[config.mk]
export PLATFORM = sky130hd
export DESIGN_NAME = term_tx
export DESIGN_NICKNAME = d
export VERILOG_FILES = /design/src/rtl/term_tx_pkg.sv /design/src/rtl/tx_addr_decode.sv /design/src/rtl/tx_busy_timer.sv /design/src/rtl/tx_ctrl_reg.sv /design/src/rtl/term_tx.sv
export SDC_FILE = /design/constraint.sdc
export NUM_CORES = 1
export LEC_CHECK = 0
export ABC_AREA = 1
export BUFFER_PORTS_ARGS = -buffer_cell sky130_fd_sc_hd__buf_2
export CELL_PAD_IN_SITES_DETAIL_PLACEMENT = 1
export CELL_PAD_IN_SITES_GLOBAL_PLACEMENT = 1
export CORE_ASPECT_RATIO = 1.2
export CORE_MARGIN = 3
export CORE_UTILIZATION = 20
export CTS_CLUSTER_DIAMETER = 50
export DETAILED_ROUTE_END_ITERATION = 10
export PLACE_DENSITY = 0.79
export SLEW_MARGIN = 10
export SYNTH_ARGS = -nofsm -noshare
export SYNTH_HDL_FRONTEND = slang
export SYNTH_SLANG_ARGS = --single-unit
[constraint.sdc]
create_clock -name clk -period 1.3 [get_ports clk]
set_input_delay 0.26 -clock clk [delete_from_list [all_inputs] [get_ports clk]]
set_output_delay 0.26 -clock clk [all_outputs]
set_load 0.02 [all_outputs]
[src/rtl/term_tx_pkg.sv]
package term_tx_pkg;
   localparam int unsigned BUS_W = 32;
   localparam logic [BUS_W-1:0] CTRL_ADDR_DEF = 32'hFFFF_0008;
   localparam logic [BUS_W-1:0] DATA_ADDR_DEF = 32'hFFFF_000C;
   localparam int unsigned RDY_BIT = 0;
   localparam int unsigned IEN_BIT = 1;
   typedef enum logic [1:0] {SEL_NONE, SEL_CTRL, SEL_DATA} reg_sel_e;
endpackage

[src/rtl/tx_addr_decode.sv]
module tx_addr_decode
   import term_tx_pkg::*;
#(
   parameter int unsigned ADDR_W = 32,
   parameter logic [ADDR_W-1:0] CTRL_ADDR = CTRL_ADDR_DEF,
   parameter logic [ADDR_W-1:0] DATA_ADDR = DATA_ADDR_DEF
) (
   input  logic [ADDR_W-1:0] addr,
   output reg_sel_e          sel
);
   if (CTRL_ADDR == DATA_ADDR) begin : g_bad_map
      $error("control and data addresses must differ");
   end
   always_comb begin
      if (addr == CTRL_ADDR)      sel = SEL_CTRL;
      else if (addr == DATA_ADDR) sel = SEL_DATA;
      else                        sel = SEL_NONE;
   end
endmodule

[src/rtl/tx_busy_timer.sv]
module tx_busy_timer #(
   parameter int unsigned BUSY_CYCLES = 20,
   localparam int unsigned CNT_W = $clog2(BUSY_CYCLES + 1)
) (
   input  logic clk,
   input  logic rst_n,
   input  logic start,
   output logic ready
);
   if (BUSY_CYCLES < 1) begin : g_bad_busy
      $error("BUSY_CYCLES must be at least 1");
   end
   localparam logic [CNT_W-1:0] LOAD_VAL = CNT_W'(BUSY_CYCLES);
   logic [CNT_W-1:0] cnt_q;

   always_ff @(posedge clk or negedge rst_n) begin
      if (!rst_n)              cnt_q <= '0;
      else if (start && ready) cnt_q <= LOAD_VAL;
      else if (cnt_q != '0)    cnt_q <= cnt_q - 1'b1;
   end
   assign ready = (cnt_q == '0);

   AST_START_CLEARS_READY: assert property (@(posedge clk) disable iff (!rst_n)
      (start && ready) |=> !ready);
   AST_BUSY_NO_REVIVE: assert property (@(posedge clk) disable iff (!rst_n)
      (!ready && cnt_q > 1) |=> !ready);
endmodule

[src/rtl/tx_ctrl_reg.sv]
module tx_ctrl_reg
   import term_tx_pkg::*;
#(
   parameter int unsigned DATA_W = 32
) (
   input  logic              clk,
   input  logic              rst_n,
   input  logic              wr_ctrl,
   input  logic [DATA_W-1:0] wdata,
   output logic              ien
);
   if (DATA_W <= IEN_BIT) begin : g_bad_width
      $error("data width too small for enable bit");
   end
   always_ff @(posedge clk or negedge rst_n) begin
      if (!rst_n)       ien <= 1'b0;
      else if (wr_ctrl) ien <= wdata[IEN_BIT];
   end
endmodule

[src/rtl/term_tx.sv]
module term_tx
   import term_tx_pkg::*;
#(
   parameter int unsigned BUSY_CYCLES = 20,
   parameter logic [31:0] CTRL_ADDR = CTRL_ADDR_DEF,
   parameter logic [31:0] DATA_ADDR = DATA_ADDR_DEF
) (
   input  logic        clk,
   input  logic        rst_n,
   input  logic [31:0] bus_addr,
   input  logic        bus_we,
   input  logic [31:0] bus_wdata,
   output logic [31:0] bus_rdata,
   output logic [7:0]  out_byte,
   output logic        out_valid,
   output logic        irq_l1
);
   reg_sel_e sel;
   logic ready, ien, wr_data, wr_ctrl;

   tx_addr_decode #(.ADDR_W(32), .CTRL_ADDR(CTRL_ADDR), .DATA_ADDR(DATA_ADDR))
      u_dec (.addr(bus_addr), .sel(sel));

   assign wr_data = bus_we && (sel == SEL_DATA);
   assign wr_ctrl = bus_we && (sel == SEL_CTRL);

   tx_busy_timer #(.BUSY_CYCLES(BUSY_CYCLES))
      u_tmr (.clk(clk), .rst_n(rst_n), .start(wr_data), .ready(ready));

   tx_ctrl_reg #(.DATA_W(32))
      u_ctl (.clk(clk), .rst_n(rst_n), .wr_ctrl(wr_ctrl), .wdata(bus_wdata), .ien(ien));

   always_ff @(posedge clk or negedge rst_n) begin
      if (!rst_n) begin
         out_valid <= 1'b0;
         out_byte  <= '0;
      end else begin
         out_valid <= wr_data && ready;
         if (wr_data && ready) out_byte <= bus_wdata[7:0];
      end
   end

   always_comb begin
      bus_rdata = '0;
      if (sel == SEL_CTRL) begin
         bus_rdata[RDY_BIT] = ready;
         bus_rdata[IEN_BIT] = ien;
      end
   end

   assign irq_l1 = ready && ien;

   AST_SINGLE_STROBE: assert property (@(posedge clk) disable iff (!rst_n)
      out_valid |=> !out_valid);
   AST_BUSY_AFTER_STROBE: assert property (@(posedge clk) disable iff (!rst_n)
      out_valid |-> !ready);
   AST_NO_IRQ_WHILE_BUSY: assert property (@(posedge clk) disable iff (!rst_n)
      !ready |-> !irq_l1);
   AST_DROP_WHEN_BUSY: assert property (@(posedge clk) disable iff (!rst_n)
      (wr_data && !ready) |=> !out_valid);
   AST_RDATA_UPPER_ZERO: assert property (@(posedge clk) disable iff (!rst_n)
      bus_rdata[31:2] == 30'd0);
endmodule

==> reports/qor.csv, run 1 <==
metric;value;unit
outcome;complete, but fails checks;
failing checks;setup timing;
Max Clock Freq;605.6;MHz
Post-Layout Cell Count;305;
largest net degree at the start of global routing;16;
Critical Path RT;1.04;ns
Tot GR Track Use;0.09993;
Max FO, Critical Path;3;
Worst VDD drop;441.7;uV
Clock Path Buffers;2;
post-route ant nets;0;
worst min path class;input pin to flop;
Port Buffer Count;54;
Tmin final;1.651;ns
first-pass GRT wire length;5.168;mm
#FFs+latches synth;15;
GPL Wtd Cong;0.7391;
Hold Crit Start;bus_wdata[7];
Slew Limit Fails;0;
CP startpoint kind;flop;
P&R area growth vs syn;63.31;%
root buf cell;clkbuf_8;
multiplexer share of the synthesized area;0;
R2R cell count;10;
Leakage;1.070;nW
# rows;29;
commonest non-fill, non-tap cell in the layout;buf_2;
num ports;109;
final worst slack;-0.3513;ns
post-synthesis adder-cell area fraction;0.01105;
Worst EP arrival;1.39;ns
post-synthesis sequential area ratio;0.3315;
Reg clk slew, reported paths;0.06;ns
critical path cell sequence;inv_2, ha_4, nand2_4, nor3_4, inv_2, nor2_4, buf_6;
CORE AREA;5370;um^2
via total after detailed routing;1218;
PD cells;590.4;nW/um^2
Initial Utilization;0.2109;
number of global-route vias before repair;1256;
worst hold margin;0.2335;ns
Horiz. Die Dim;74.69;um
Initial DRT Pass Iterations;3;
Post-route DRC;0;
Placed Cells incl. Taps;284;
crit end category;output port;
# Max-Cap Violations;0;
initial antenna violation count;0;
CP max stage delay;0.39;ns
combinational family with the most area after synthesis;simple AND/OR/NAND/NOR gates;
Crit path max-delay family;flip-flops;
Synth Warn #;0;
crit share post-route;1.270;
Final Skew;0.002342;ns
Setup crit start;u_tmr.cnt_q[0];
Worst Hold Depth;3;
Buf/Inv on CP;3;
Pwr Total;1.092;mW
Max H-tree Level;1;
Die Ht;88.43;um
total grt overflow;0;
Final Net Count;312;
mapped cell area;1132;um^2
post-synthesis simple-gate area fraction;0.3624;
FF-to-FF Start;u_tmr.cnt_q[0];
final setup vio count;14;
share of cells above drive strength 1;0.4938;
slowest CP cell;dfrtp_1;
Cells after Synth;158;
CP Class;flop to output port;
die area;6604;um^2
commonest cells after routing, fill and taps aside;40 x buf_2, 39 x nand2_1, 30 x conb_1, 25 x buf_4, 17 x buf_6;
RSZ-0062 raised after global routing;true;
initial drt markers;10;
Compound-Gate Fraction of Synth Area;0.02210;
Post-Route WL;3.405;mm
Vias/cell;3.993;
Final Hold Violating Endpoints;0;
WL/cell;11.16;um
Final Util;0.3444;
Num CTS Buffers;3;
XOR/XNOR Fraction of Synth Area;0.007735;
Avg Cell Area, Syn;7.167;um^2
post-synth cell types;22;
most used cell, CP;inv_2;
CTS tree;done;
Worst path depth;7;
# diodes;0;
latest clock arrival within the worst-skew pair;0.25;ns
CTS sink cnt;15;
Detail Placement HPWL;2.550;mm
Layout fillers;663;
## per-stage QoR
stage	instance area, um^2	setup WS [ns]	TNS, ns
floorplan	1264	-0.1778	-0.7420
global placement	1469	-0.2504	-2.939
detailed placement	1469	-0.3151	-3.604
CTS	1690	-0.3956	-3.720
global route	1849	-0.4373	-4.823
finish	1849	-0.3513	-3.099
## worst register-to-register path: stages (launching register included)
cell and delay [ns]:
dfrtp_1 0.39, inv_2 0.08, ha_4 0.14, nand2_4 0.05, nor3_4 0.15, inv_2 0.10
buf_4 0.14, buf_6 0.10, buf_6 0.11, a21oi_2 0.13, a21oi_1 0.05
## report_power, final
group          switching, mW  leakage, nW  internal [mW]
clock                  0.160       0.0228          0.217
sequential          0.000378        0.210          0.468
combinational          0.148        0.838         0.0983
total                  0.309         1.07          0.783
## final timing paths
check | endpoint | slack (ns)
hold / removal | out_byte[7] | 0.23
setup / recovery | irq_l1 | -0.35
setup reg to reg | u_tmr.cnt_q[3] | -0.28
max in group asynchronous | out_byte[2] | 0.58
min in group asynchronous | out_valid | 0.46
hold reg to reg | out_byte[2] | 0.48
## registers in the layout, indices dropped and copies added (netlist names)
name	cells
u_ctl.ien	1
out_byte	8
out_valid	1
u_tmr.cnt_q	5
## synthesized netlist by cell type, drive strengths merged
cell type | instances | share of area
nand2 | 47 | 0.16
buf | 31 | 0.21
nor2 | 23 | 0.097
inv | 16 | 0.053
dfrtp | 15 | 0.33
nand3 | 12 | 0.053
a21oi | 3 | 0.013
nor3 | 2 | 0.019
o21ai | 2 | 0.0088
clkinv | 1 | 0.0033
conb | 1 | 0.0033
ha | 1 | 0.011
nand3b | 1 | 0.0066
nand4 | 1 | 0.019
or2 | 1 | 0.0055
xnor2 | 1 | 0.0077
## area by class of cell
| type | count | area, um^2 | share of cell area |
|---|---|---|---|
| timing repair buffer | 83 | 589.3 | 0.3187 |
| clock buffer | 4 | 45.04 | 0.02436 |
| tap | 62 | 77.57 | 0.04195 |
| sequential | 15 | 375.4 | 0.2030 |
| multi-input combinational | 124 | 695.7 | 0.3762 |
| inverter | 17 | 66.31 | 0.03586 |
## layer usage
layer	up-vias	part of all wire	GRT usage
met5	-	0	0
met4	0	0.010	0.02913
met3	4	0.095	0.01818
met2	62	0.54	0.2006
met1	564	0.36	0.1015
li1	588	-	-
## cell families (layout without fill, tap and decap cells)
kind of cell / Yosys count / count (layout)
xor gates and xnor gates: 1 / 1
DFF: 15 / 15
adders and majority gates: 1 / 1
AOI/OAI and AO/OA: 5 / 5
buffers and inverters: 48 / 104
other: 1 / 30
and+or+nand+nor: 87 / 87
## timing repair
action,4_1_cts,5_1_grt
hold endpoints to repair,15,0
setup endpoints to repair,17,17
pin swaps,16,17
hold buffers,1,0
resized for setup,25,28
setup buffers,10,7
Note: power is estimated with default switching activity, not from simulation.
==> run 2, diff against run 1 <==
--- a/config.mk
+++ b/config.mk
@@ -11,10 +11,10 @@
 export CELL_PAD_IN_SITES_GLOBAL_PLACEMENT = 1
 export CORE_ASPECT_RATIO = 1.2
 export CORE_MARGIN = 3
-export CORE_UTILIZATION = 20
+export CORE_UTILIZATION = 24
 export CTS_CLUSTER_DIAMETER = 50
 export DETAILED_ROUTE_END_ITERATION = 10
-export PLACE_DENSITY = 0.79
+export PLACE_DENSITY = 0.88
 export SLEW_MARGIN = 10
 export SYNTH_ARGS = -nofsm -noshare
 export SYNTH_HDL_FRONTEND = slang
==> constraint.sdc (replaced) <==
create_clock -name clk -period 2 [get_ports clk]
set_input_delay 0.4 -clock clk [delete_from_list [all_inputs] [get_ports clk]]
set_output_delay 0.4 -clock clk [all_outputs]
set_load 0.02 [all_outputs]
==> reports/qor.csv, run 2 (synthesized netlist as in run 1, its figures left out) <==
metric;value;unit
RSZ-0062 raised after global routing;false;
Tmin final;1.866;ns
most used cell, CP;inv_2;
crit end category;output port;
Max Clock Freq;535.8;MHz
Max H-tree Level;1;
critical path cell sequence;inv_2, ha_4, nand2_2, nor3_4, inv_2, nor2_2, buf_4;
Placed Cells incl. Taps;267;
Buf/Inv on CP;3;
Final Net Count;288;
post-route ant nets;0;
Final Skew;0.002853;ns
initial drt markers;25;
Slew Limit Fails;0;
worst hold margin;0.04782;ns
Largest register FFs;8;
Initial Utilization;0.2578;
largest net degree at the start of global routing;16;
latest clock arrival within the worst-skew pair;0.25;ns
worst min path class;input pin to async pin;
commonest non-fill, non-tap cell in the layout;buf_2;
commonest cells after routing, fill and taps aside;53 x buf_2, 45 x nand2_1, 30 x conb_1, 20 x nor2_1, 15 x dfrtp_1;
first-pass GRT wire length;4.119;mm
Num CTS Buffers;3;
Max FO, Critical Path;4;
die area;5582;um^2
initial antenna violation count;0;
Hold-fix buffers, CTS;0;
GPL Wtd Cong;0.7227;
setup tns final;0;ns
CTS sink cnt;15;
Leakage;0.9032;nW
final setup vio count;0;
Horiz. Die Dim;68.71;um
Reg clk slew, reported paths;0.06;ns
via total after detailed routing;1085;
WL/cell;10.10;um
crit share post-route;0.9331;
# rows;26;
Die Ht;81.25;um
Setup crit start;u_tmr.cnt_q[0];
Clock Path Buffers;2;
Detail Placement HPWL;2.326;mm
CORE AREA;4392;um^2
Crit path max-delay family;flip-flops;
number of global-route vias before repair;1023;
num ports;109;
Post-Layout Cell Count;275;
share of cells above drive strength 1;0.3379;
Vias/cell;3.945;
Post-route DRC;0;
biggest regs;out_byte x8, u_tmr.cnt_q x5;
largest reg by FF count;out_byte;
CTS tree;done;
Worst VDD drop;330.2;uV
# diodes;0;
P&R area growth vs syn;28.18;%
slowest CP cell;dfrtp_1;
Critical Path RT;1.60;ns
root buf cell;clkbuf_8;
CP Class;flop to output port;
# Max-Cap Violations;0;
Tot GR Track Use;0.09537;
Initial DRT Pass Iterations;4;
Setup WS pre-CTS;0.2405;ns
PD cells;464.1;nW/um^2
FF-to-FF Start;u_tmr.cnt_q[0];
Worst EP arrival;1.47;ns
Post-Route WL;2.778;mm
Final Hold Violating Endpoints;0;
Port Buffer Count;54;
final worst slack;0.1338;ns
CP startpoint kind;flop;
outcome;complete, no violations;
total grt overflow;0;
CP max stage delay;0.40;ns
[run 2: cell types whose count changed in the layout (fill, tap and decap cells not counted), moves of 2 or more]
cell / delta
buf_2: +13
buf_4: -19
buf_6: -17
inv_1: +2
inv_2: -2
nand2_1: +6
nand2_2: -4
nand2_4: -2
nor2_1: +12
nor2_2: -3
nor2_4: -9
[run 2: path summary, 6_finish.rpt]
check,slack [ns],endpoint,depth (start not counted)
worst min register to register,0.47,out_byte[7],2
max in group asynchronous,1.70,out_byte[4],1
min in group clk,0.38,out_byte[7],3
worst min-delay path,0.05,out_byte[2],1
worst max-delay path,0.13,bus_rdata[0],7
worst max register to register,0.33,out_byte[0],9
[run 2: routing by layer]
layer | vias up | GRT usage | routed length (um)
met1 | 486 | 0.1003 | 966
met5 | - | 0 | 0
met4 | 0 | 0.02924 | 21
met3 | 2 | 0.02075 | 365
li1 | 541 | - | -
met2 | 56 | 0.1824 | 1424
[run 2: power breakdown]
group          switching, mW  internal [mW]  total (mW)
Sequential          0.000313          0.304       0.304
Combinational         0.0836         0.0393       0.123
Clock                  0.105          0.141       0.246
Total                  0.189          0.484       0.674
[run 2: metrics by stage]
stage / instance area (um^2) / util / total power, mW
final: 1451 / 0.3305 / 0.6735
after global routing: 1451 / 0.3305 / 0.7146
after CTS: 1401 / 0.3191 / 0.6804
after detailed placement: 1356 / 0.3088 / 0.4307
after global placement: 1356 / 0.3088 / 0.4283
after floorplan: 1241 / - / 0.4234
[run 2: timing repair]
action / 4_1_cts / 5_1_grt
setup buffers: 0 / 4
setup endpoints to repair: 0 / 2
resized for setup: 0 / 6
[run 2: worst register-to-register path, stage by stage (launching register included)]
cell     delay, ns
dfrtp_1       0.40
inv_2         0.09
ha_4          0.14
nand2_2       0.07
nor3_4        0.19
buf_4         0.13
buf_4         0.19
nand4_4       0.18
nand2_1       0.11
nand2_1       0.06
[run 2: cell type report]
class,instances,area [um^2]
clock buffers,4,45.04
flip-flops and latches,15,375.4
repair buffers,59,310.3
well taps,56,70.07
inverters,17,63.81
multi-input cells,124,586.8
fillers,597,2940
==> run 3, diff against run 2 <==
--- a/config.mk
+++ b/config.mk
@@ -15,6 +15,7 @@
 export CTS_CLUSTER_DIAMETER = 50
 export DETAILED_ROUTE_END_ITERATION = 10
 export PLACE_DENSITY = 0.88
+export RECOVER_POWER = 50
 export SLEW_MARGIN = 10
 export SYNTH_ARGS = -nofsm -noshare
 export SYNTH_HDL_FRONTEND = slang
==> reports/qor.csv, run 3 (synthesized netlist as in run 1, its figures left out) <==
metric;value;unit
total grt overflow;0;
via total after detailed routing;1085;
Largest register FFs;8;
WL/cell;10.09;um
# Max-Cap Violations;0;
Slew HR;0.4559;
Tmin final;1.866;ns
initial antenna violation count;0;
Reg power frac;0.452;
CTS tree;done;
Post-Route WL;2.776;mm
worst min path class;input pin to async pin;
CP startpoint kind;flop;
Pint;483.9;uW
Leakage;0.8784;nW
crit end category;output port;
# rows;26;
root buf cell;clkbuf_8;
final worst slack;0.1338;ns
Max Clock Freq;535.8;MHz
initial drt markers;25;
num ports;109;
fin area;1444;um^2
Worst Tran Pin Value;0.8162;ns
# diodes;0;
Slew Limit Fails;0;
Tot GR Track Use;0.09537;
sw frac;0.2812;
Clock Path Buffers;2;
CTS sink cnt;15;
Die Ht;81.25;um
biggest regs;out_byte x8, u_tmr.cnt_q x5;
Switch Pwr;189.3;uW
PD cells;466.2;nW/um^2
number of global-route vias before repair;1023;
Clock power frac;0.366;
Worst VDD drop;330.2;uV
Max FO, Critical Path;4;
die area;5582;um^2
Placed Cells incl. Taps;267;
Max H-tree Level;1;
GPL Wtd Cong;0.7227;
latest clock arrival within the worst-skew pair;0.25;ns
Setup WS pre-CTS;0.2405;ns
placed inst area;1356;um^2
Final Net Count;288;
Critical Path RT;1.60;ns
CP Class;flop to output port;
outcome;complete, no violations;
Initial Utilization;0.2578;
CORE AREA;4392;um^2
Initial DRT Pass Iterations;4;
Reg clk slew, reported paths;0.06;ns
Post-route DRC;0;
Final Skew;0.002853;ns
Worst EP arrival;1.47;ns
Comb pwr share;0.182;
largest reg by FF count;out_byte;
Horiz. Die Dim;68.71;um
setup tns final;0;ns
P&R area growth vs syn;27.51;%
crit share post-route;0.9331;
final setup vio count;0;
largest net degree at the start of global routing;16;
Port Buffer Count;54;
commonest non-fill, non-tap cell in the layout;buf_2;
post-route ant nets;0;
first-pass GRT wire length;4.119;mm
Post-Layout Cell Count;275;
commonest cells after routing, fill and taps aside;47 x buf_2, 45 x nand2_1, 30 x conb_1, 20 x nor2_1, 15 x dfrtp_1;
Final Hold Violating Endpoints;0;
Num CTS Buffers;3;
RSZ-0062 raised after global routing;false;
Vias/cell;3.945;
Detail Placement HPWL;2.326;mm
share of cells above drive strength 1;0.3105;
==> run 3: cell types whose count changed in the layout (fill, tap and decap cells not counted) <==
cell,change
clkbuf_1,+6
o21ai_1,-1
o21ai_0,+1
buf_2,-6
==> run 3: cell type report <==
| type | instances | area, um^2 |
|---|---|---|
| clock buffer | 4 | 45.04 |
| fill | 599 | 2948 |
| inverter | 17 | 63.81 |
| multi-input combinational | 124 | 586.8 |
| sequential | 15 | 375.4 |
| tap | 56 | 70.07 |
| timing repair buffer | 59 | 302.8 |
==> run 3: final timing paths <==
kind	startpoint	endpoint	slack, ns	cells past startpoint
setup reg to reg	u_tmr.cnt_q[0]	out_byte[0]	0.33	9
hold reg to reg	out_byte[7]	out_byte[7]	0.47	2
setup / recovery	u_tmr.cnt_q[0]	bus_rdata[0]	0.13	7
max in group asynchronous	rst_n	out_byte[4]	1.27	1
hold / removal	rst_n	out_byte[2]	0.22	1
min in group clk	bus_wdata[7]	out_byte[7]	0.38	3
==> run 3: per-layer routing <==
layer,GRT usage,vias up,share of wire
met4,0.02924,0,0.0076
li1,-,541,-
met2,0.1824,56,0.51
met1,0.1003,486,0.35
met5,0,-,0
met3,0.02075,2,0.13
==> run 3: power by group through the flow <==
stage | Sequential (mW) | Clock (mW) | Combinational, mW
2_1_floorplan | 0.310 | 0 | 0.114
3_3_place_gp | 0.310 | 0 | 0.119
3_5_place_dp | 0.310 | 0 | 0.121
4_1_cts | 0.304 | 0.255 | 0.121
5_1_grt | 0.304 | 0.272 | 0.138
6_report | 0.304 | 0.246 | 0.123
==> run 3: critical path, stage by stage, from the launching register on <==
cell and delay, ns:
dfrtp_1 0.40, inv_2 0.09, ha_4 0.14, nand2_2 0.07, nor3_4 0.19, inv_2 0.08
nor2_2 0.11, buf_4 0.14
==> run 3: timing repair <==
item / 4_1_cts / 5_1_grt
resized for setup: 0 / 6
hold buffers: 0 / 0
endpoints found under the setup margin: 0 / 2
buffers inserted: 0 / 4
==> run 3: stage by stage <==
stage               utilization  total power [mW]  hold slack [ns]
finish                   0.3288            0.6732           0.2194
floorplan                     -            0.4234           0.1044
global route             0.3288            0.7142           0.2902
CTS                      0.3191            0.6804          0.05771
detailed placement       0.3088            0.4307           0.3264
global placement         0.3088            0.4283           0.3278
